`src/rtl/cbs_pkg.sv`:
```
package cbs_pkg;
  typedef enum logic {
    ST_IDLE = 1'b0,
    ST_ACQ  = 1'b1
  } cbs_state_e;

  localparam int PCT_FULL = 100;
endpackage

```
`src/rtl/cbs_rx_sync.sv`:
```
module cbs_rx_sync #(
  parameter int STAGES = 2
) (
  input  logic clk,
  input  logic rst,
  input  logic rx_async,
  output logic line,
  output logic fall
);
  logic [STAGES-1:0] chain_q;
  logic              prev_q;

  always_ff @(posedge clk) begin
    if (rst) chain_q[0] <= 1'b1;
    else     chain_q[0] <= rx_async;
  end

  generate
    for (genvar g = 1; g < STAGES; g++) begin : g_stage
      always_ff @(posedge clk) begin
        if (rst) chain_q[g] <= 1'b1;
        else     chain_q[g] <= chain_q[g-1];
      end
    end
  endgenerate

  always_ff @(posedge clk) begin
    if (rst) prev_q <= 1'b1;
    else     prev_q <= chain_q[STAGES-1];
  end

  assign line = chain_q[STAGES-1];
  assign fall = prev_q & ~chain_q[STAGES-1];
endmodule

```
`src/rtl/cbs_offset.sv`:
```
module cbs_offset
  import cbs_pkg::*;
#(
  parameter int WIDTH_W = 16,
  parameter int PCT_W   = 7
) (
  input  logic               clk,
  input  logic               rst,
  input  logic [WIDTH_W-1:0] cfg_width,
  input  logic [PCT_W-1:0]   cfg_pct,
  output logic [WIDTH_W-1:0] width_q,
  output logic [WIDTH_W-1:0] off_q
);
  localparam int PROD_W = WIDTH_W + PCT_W;

  logic [PCT_W-1:0]   pct_eff;
  logic [PROD_W-1:0]  prod;
  logic [WIDTH_W-1:0] off_d;

  always_comb begin
    pct_eff = (int'(cfg_pct) > PCT_FULL) ? PCT_W'(PCT_FULL) : cfg_pct;
    prod    = PROD_W'(cfg_width) * PROD_W'(pct_eff);
    off_d   = WIDTH_W'(prod / PROD_W'(PCT_FULL));
  end

  always_ff @(posedge clk) begin
    if (rst) begin
      width_q <= '0;
      off_q   <= '0;
    end else begin
      width_q <= cfg_width;
      off_q   <= off_d;
    end
  end

  // truncated offset never exceeds one bit
  a_r3_offset_in_bit: assert property (@(posedge clk) disable iff (rst)
    off_q <= width_q);
endmodule

```
`src/rtl/cbs_timing.sv`:
```
module cbs_timing #(
  parameter int CNT_W   = 24,
  parameter int WIDTH_W = 16,
  parameter int IDX_W   = 10
) (
  input  logic               clk,
  input  logic               rst,
  input  logic               clear,
  input  logic               start,
  input  logic               run,
  input  logic               fall,
  input  logic [WIDTH_W-1:0] width,
  input  logic [WIDTH_W-1:0] off,
  output logic               hit,
  output logic [IDX_W-1:0]   idx
);
  localparam int PAD = CNT_W - WIDTH_W;

  logic [CNT_W-1:0] cnt_q;
  logic [CNT_W-1:0] tgt_q;
  logic [IDX_W-1:0] idx_q;
  logic [CNT_W-1:0] w_ext;
  logic [CNT_W-1:0] o_ext;

  assign w_ext = {{PAD{1'b0}}, width};
  assign o_ext = {{PAD{1'b0}}, off};
  assign hit   = run && (cnt_q == tgt_q);
  assign idx   = idx_q;

  always_ff @(posedge clk) begin
    if (rst) cnt_q <= '0;
    else     cnt_q <= cnt_q + CNT_W'(1);
  end

  always_ff @(posedge clk) begin
    if (rst || clear) begin
      tgt_q <= '0;
      idx_q <= '0;
    end else if (start) begin
      tgt_q <= cnt_q + o_ext;
      idx_q <= '0;
    end else if (run) begin
      if (hit) idx_q <= idx_q + IDX_W'(1);
      if (fall)     tgt_q <= cnt_q + o_ext + (hit ? w_ext : '0);
      else if (hit) tgt_q <= tgt_q + w_ext;
    end
  end

  // the pending sample is never further away than one offset plus one bit
  a_r4_target_window: assert property (@(posedge clk) disable iff (rst)
    (run && !hit) |-> ((tgt_q - cnt_q) <= (o_ext + w_ext)));
endmodule

```
`src/rtl/can_bit_sampler.sv`:
```
module can_bit_sampler
  import cbs_pkg::*;
#(
  parameter int CNT_W       = 24,
  parameter int WIDTH_W     = 16,
  parameter int PCT_W       = 7,
  parameter int IDX_W       = 10,
  parameter int SYNC_STAGES = 2
) (
  input  logic               clk,
  input  logic               rst,
  input  logic               rx_in,
  input  logic [WIDTH_W-1:0] cfg_bit_width,
  input  logic [PCT_W-1:0]   cfg_sample_pct,
  input  logic               frame_done,
  output logic               bit_valid,
  output logic               bit_value,
  output logic [IDX_W-1:0]   bit_index
);
  cbs_state_e         st_q;
  logic               s_line, s_fall;
  logic [WIDTH_W-1:0] width_q, off_q;
  logic               start, run, hit;
  logic [IDX_W-1:0]   idx;

  cbs_rx_sync #(.STAGES(SYNC_STAGES)) u_sync (
    .clk(clk), .rst(rst), .rx_async(rx_in), .line(s_line), .fall(s_fall)
  );

  cbs_offset #(.WIDTH_W(WIDTH_W), .PCT_W(PCT_W)) u_off (
    .clk(clk), .rst(rst), .cfg_width(cfg_bit_width), .cfg_pct(cfg_sample_pct),
    .width_q(width_q), .off_q(off_q)
  );

  assign start = (st_q == ST_IDLE) && !s_line && !frame_done;
  assign run   = (st_q == ST_ACQ) && !frame_done;

  cbs_timing #(.CNT_W(CNT_W), .WIDTH_W(WIDTH_W), .IDX_W(IDX_W)) u_tim (
    .clk(clk), .rst(rst), .clear(frame_done), .start(start), .run(run),
    .fall(s_fall), .width(width_q), .off(off_q), .hit(hit), .idx(idx)
  );

  always_ff @(posedge clk) begin
    if (rst || frame_done) st_q <= ST_IDLE;
    else if (start)        st_q <= ST_ACQ;
  end

  always_ff @(posedge clk) begin
    if (rst) begin
      bit_valid <= 1'b0;
      bit_value <= 1'b0;
      bit_index <= '0;
    end else begin
      bit_valid <= hit;
      if (hit) begin
        bit_value <= s_line;
        bit_index <= idx;
      end
    end
  end

  // no strobe follows an idle clock
  a_r2_idle_quiet: assert property (@(posedge clk) disable iff (rst)
    (st_q == ST_IDLE) |=> !bit_valid);
  // abort wins and parks the block
  a_r8_abort_idle: assert property (@(posedge clk) disable iff (rst)
    frame_done |=> (!bit_valid && st_q == ST_IDLE));
  // the running index is one ahead of the bit just reported
  a_r6_index_step: assert property (@(posedge clk) disable iff (rst)
    bit_valid |-> (idx == bit_index + IDX_W'(1)));
  // strobes are isolated pulses under legal configuration
  a_r10_single_pulse: assert property (@(posedge clk) disable iff (rst)
    (bit_valid && width_q >= WIDTH_W'(2) && off_q >= WIDTH_W'(1)) |=> !bit_valid);
endmodule

```
`config.mk`:
```
export PLATFORM = sky130hd
export DESIGN_NAME = can_bit_sampler
export DESIGN_NICKNAME = d
export VERILOG_FILES = /design/src/rtl/cbs_pkg.sv /design/src/rtl/cbs_rx_sync.sv /design/src/rtl/cbs_offset.sv /design/src/rtl/cbs_timing.sv /design/src/rtl/can_bit_sampler.sv
export SDC_FILE = /design/constraint.sdc
export NUM_CORES = 1
export LEC_CHECK = 0
export ABC_AREA = 1
export CORE_MARGIN = 2
export CORE_UTILIZATION = 30
export CTS_CLUSTER_SIZE = 28
export DETAILED_ROUTE_END_ITERATION = 10
export DONT_BUFFER_PORTS = 1
export MAX_ROUTING_LAYER = met4
export PLACE_DENSITY = 0.54
export REMOVE_ABC_BUFFERS = 1
export SYNTH_ARGS = -nofsm -noshare
export SYNTH_HDL_FRONTEND = slang
export SYNTH_SLANG_ARGS = --single-unit
```
`constraint.sdc`:
```
create_clock -name clk -period 22.3 [get_ports clk]
set_input_delay 4.46 -clock clk [delete_from_list [all_inputs] [get_ports clk]]
set_output_delay 4.46 -clock clk [all_outputs]
set_load 0.01 [all_outputs]
```
; Word level (Yosys, flattened, before mapping)
; Index checks and enable logic that the tools add are counted.
[word_totals]
wordCells = 42
ff_bits = 106
out_inout_bits = 12
[classes]
n_mux = 6
multipliers = 1
order_cmp = 1
eq_ne = 1
n_addsub = 5
n_bitwise = 3
div = 1
n_reduce_logical = 12
[op_table]
columns = cell, count
row1 = two-way mux 24 bit, 4
row2 = adder 24 x 16 -> 24 bit, 2
row3 = adder 24 x 1 -> 24 bit (second input constant), 1
row4 = adder 24 bit, 1
row5 = equality test 24 bit, 1
row6 = divider 23 x 7 -> 23 bit (second input constant), 1
row7 = multiplier 16 x 7 -> 23 bit, 1
row8 = two-way mux 16 bit, 1
row9 = adder 10 x 1 -> 10 bit (second input constant), 1
row10 = greater-than comparator 7 bit (second input constant), 1
row11 = two-way mux 7 bit, 1
row12 = logical AND 1 bit, 4
row13 = AND reduction 2 bit, 2
row14 = nonzero test 3 bit, 1
row15 = logical NOT 1 bit, 2
row16 = NOT 1 bit, 2
row17 = nonzero test 2 bit, 1
row18 = OR reduction 2 bit, 1
row19 = AND 1 bit, 1
row20 = logical OR 1 bit, 1

; Logic depth before layout (Yosys ltp)
[logic_depth]
ltp_word = 8
depth_mapped = 110
depth_no_buf = 108

; Cells and area by module
; From an unflattened synthesis, not the netlist that was laid out.
[unflattened]
hier_cells = 2275
hier_area_um2 = 14177.3
[modules_own_cells]
columns = module, cells_per_inst, area_per_inst_um2, seq_area_each_um2, instances
row1 = cbs_offset, 1149, 7257.0, 640.6, 1
row2 = cbs_timing, 1055, 6351.1, 1161.1, 1
row3 = can_bit_sampler, 59, 475.5, 260.2, 1
row4 = cbs_rx_sync, 12, 93.8, 60.1, 1

; Worst setup path after synthesis
; OpenSTA, ideal clock, no wires.
[synth_path]
kind = input to register
from = input cfg_sample_pct[6]
to = register u_off.off_q[0]
arrival_time_ns = 14.853
required_ns = 22.168
path_stages = 102
path_slack_ns = 7.315
cell_sequence = clkbuf_1 and3_1 or2_2 clkbuf_1 clkbuf_1 nand2_1 inv_1 fa_1 inv_1 fa_1 inv_1 fa_1 inv_1 fa_1 inv_1 ha_1 nand2_1 inv_1 [66 not listed] nor2_4 nand2_4 nand2_4 nand2_1 nand2_2 nor2_4 nand2_4 nand2_4 nand2_1 nand2_1 nor2_1 nand2_2 nand2_1 nand2_1 nand2_1 nor2_1 nand2_1 a21oi_1
[synth_between]
elab_chain_len = 4
[synth_lines]
columns = element, line
row1 = start: declaration, can_bit_sampler.sv:14  ; input logic [PCT_W-1:0] cfg_sample_pct,
row2 = greater-than comparator 7 bit, cbs_offset.sv:21  ; pct_eff = (int'(cfg_pct) > PCT_FULL) ? PCT_W'(PCT_FULL) : cfg_pct;
row3 = two-way mux 7 bit (*), cbs_offset.sv:21
row4 = multiplier 16 x 7 -> 23 bit (*), cbs_offset.sv:22  ; prod = PROD_W'(cfg_width) * PROD_W'(pct_eff);
row5 = divider 23 x 7 -> 23 bit (*), cbs_offset.sv:23  ; off_d = WIDTH_W'(prod / PROD_W'(PCT_FULL));
row6 = end: declaration, cbs_offset.sv:12  ; output logic [WIDTH_W-1:0] off_q
; Mark *: on every way between the ends. The rest lies on a longest branch, timed or not.
; A chain may end at the register's enable or synchronous reset.

; Worst setup path in the final report
[layout_path]
from = input cfg_sample_pct[0]
to = register u_off.off_q[0]
; Same word-level chain as after synthesis.

==> flow_metrics.tcl <==
set metrics [dict create \
    status "finished clean" \
    io_buffers 0 \
    synthFlopType "dfxtp_1" \
    rsz0062_at_grt "false" \
    endpoint_kind "flip-flop" \
    wl_per_cell_um 13.3 \
    cts_tree "yes" \
    gp_congestion 0.897 \
    r2r_start "u_tim.cnt_q[11]$_SDFF_PP0_" \
    ys_warn_count 0 \
    die_y_um 214 \
    drive_gt1_frac 0.0954 \
    die_w_um 214 \
    wirelength_um 34600 \
    clock_latency_ps 370 \
    fmax_mhz 62.9 \
    yosysTopAreaCell "dfxtp_1" \
    area.sequential_mm2 0.00212 \
    crit_top_cell "nand2_4" \
    grt_max_degree 46 \
    reg2regPathDepth 39 \
    grtUsageTotal 0.161 \
    antenna_found_initial 0 \
    yosys-top-cells-area "dfxtp_1 16%, nand2_1 13%, fa_1 11%" \
    vias_per_cell 4.70 \
    hold_viol 0 \
    period_minus_slack_ps 15910 \
    fin_nets 2198 \
    core_area_mm2 0.0433 \
    numCtsBuffers 9 \
    synth_cells 2027 \
    cts_hold_buffers 0 \
    area.growth.synth_to_final_pct 7.09 \
    fillers 4750 \
    worstHoldPathCells 1 \
    slowest_stage "fa_1" \
    tightest_slew_ps 957 \
    cts_setup_buffers 0 \
    route.detailed.drc 0 \
    htreeDepth 3 \
    rows 76 \
    setup_tns_ps 0 \
    synth_cell_type_count 50 \
    multi_input_area_mm2 0.00959 \
    start_kind "primary input" \
    path_clk_slew_ps 80 \
    ys_async_sr_fraction 0 \
    hpwlAfterDp_um 28200 \
    critPathMaxFanout 13 \
    synth_top_area_frac 0.161 \
    cts_sinks 106 \
    vias 12213 \
    dr.pass1.iters 5 \
    synth.avg_cell_area_um2 6.51 \
    ant_nets 0 \
    relSlewSlack 0.358 \
    synth_edf_count 0 \
    setup_viol 0 \
    grt_pass1_wl_um 58300 \
    slew_violations 0 \
    cts_resized 0 \
    cts_root_buf "clkbuf_16" \
    ys_seq_area_frac 0.161 \
    ios 39 \
    final_util 0.327 \
    startpoint "cfg_sample_pct[0]" \
    hp-start "u_sync.chain_q[0]$_SDFF_PP1_" \
    start_util 0.305 \
    grt_pass1_vias 11982 \
    antenna_cells 0 \
    syn-cell-area_mm2 0.0132 \
    drt_iter0_drc 505 \
    holdWs_ps 423 \
    skew_ps 14.3 \
    cpPeakStageDelay_ps 550 \
    die_area_mm2 0.0457 \
    critical_path_required_ps 22590 \
    critPathKind "in -> reg" \
    cts_buffer_depth 2 \
    worstHoldPathType "reg -> reg" \
    synth-seq-cells 106 \
    overflow 0 \
    finalCritPeriodShare 0.713 \
    worstPathArrival_ps 16200 \
    max_cap_viol_count 0 \
]
kinds of logic (layout without fill, tap and decap cells):
| kind of cell | after synthesis | after routing | synth area share |
|---|---|---|---|
| flip-flops | 106 | 106 | 0.161 |
| XOR/XNOR | 60 | 60 | 0.0398 |
| AO/OA/AOI/OAI | 308 | 308 | 0.127 |
| AND/OR/NAND/NOR | 992 | 992 | 0.364 |
| adder cells (fa/ha/maj) | 163 | 163 | 0.195 |
| buffers and inverters | 398 | 384 | 0.113 |
metal layers:
metal / track usage / routed length [µm] / vias to the layer above / share of wire
li1: - / - / 6427 / -
met4: 0.0328 / 387 / 0 / 0.011
met2: 0.276 / 16300 / 171 / 0.47
met1: 0.208 / 16900 / 5586 / 0.49
met5: - / 0 / - / 0
met3: 0.0146 / 972 / 29 / 0.028
cells in the mapped netlist, types with 3 or more instances:
library cell	instances
nand2_1	450
inv_1	332
nor2_1	206
a21oi_1	139
nand3_1	108
dfxtp_1	106
o21ai_0	106
ha_1	91
fa_1	72
nand2_2	50
xor2_1	47
nand4_1	36
clkbuf_1	34
nand2_4	31
nor3_1	30
inv_2	25
nand3_2	18
or2_2	14
xnor2_1	13
a31oi_1	12
o21ai_1	12
nor2_4	11
o21bai_1	8
clkinv_1	6
nor3b_1	6
a211oi_1	5
nand3b_1	5
nand4_2	5
nand4_4	5
nor4_1	5
nor2_2	4
o211ai_1	4
and2_1	3
o21a_1	3
o221ai_1	3
o22ai_1	3
o31ai_1	3
layout make-up:
cell class                 instances  share of cell area
timing repair buffer               5             0.00266
sequential                       106               0.150
clock buffer                       9              0.0159
clock inverter                     7             0.00478
tap                              585              0.0518
multi-input combinational       1523               0.678
inverter                         363              0.0964
metrics by stage:
| step | instances | setup WS (ps) | cell area [µm²] |
|---|---|---|---|
| final | 2598 | 6390 | 14100 |
| after global routing | 2598 | 4970 | 14100 |
| after global placement | 2582 | 6260 | 13800 |
| after CTS | 2598 | 6360 | 14100 |
| after floorplan | 1992 | 7560 | 13100 |
| after detailed placement | 2582 | 6010 | 13800 |
sequential cells by signal, summed over array words and instances, names as in the netlist, 10 cells and up:
signal	count
u_tim.tgt_q	24
u_tim.idx	10
u_tim.cnt_q	24
bit_index	10
u_off.width_q	16
u_off.off_q	16
worst max-delay path, delay by kind of cell:
family | cells | cell delay [ps]
adders and majority gates | 5 | 2430
and+or+nand+nor | 74 | 8280
buffers and inverters | 7 | 700
AOI/OAI and AO/OA | 2 | 240
worst paths after layout:
check,to,slack [ps]
setup / recovery,u_off.off_q[0]$_SDFF_PP0_,6390
hold / removal,u_sync.line$_SDFF_PP1_,420
setup reg to reg,u_tim.tgt_q[23]$_SDFFE_PP0P_,15080
hold reg to reg,u_sync.line$_SDFF_PP1_,420
cell usage in the layout, fill, tap and decap left out, drive strengths merged, types with 8 or more instances in the layout:
| cell | instances |
|---|---|
| o21ai | 121 |
| dfxtp | 106 |
| or2 | 14 |
| nand3 | 127 |
| xnor2 | 13 |
| a31oi | 12 |
| a21oi | 139 |
| nand2 | 531 |
| inv | 362 |
| nand4 | 46 |
| nor3 | 30 |
| o21bai | 8 |
| nor2 | 221 |
| clkbuf | 9 |
| fa | 72 |
| ha | 91 |
| xor2 | 47 |
Power is left out: the tool's default activity adds up to more than one toggle a clock period on the data nets, which glitch-free logic cannot reach.
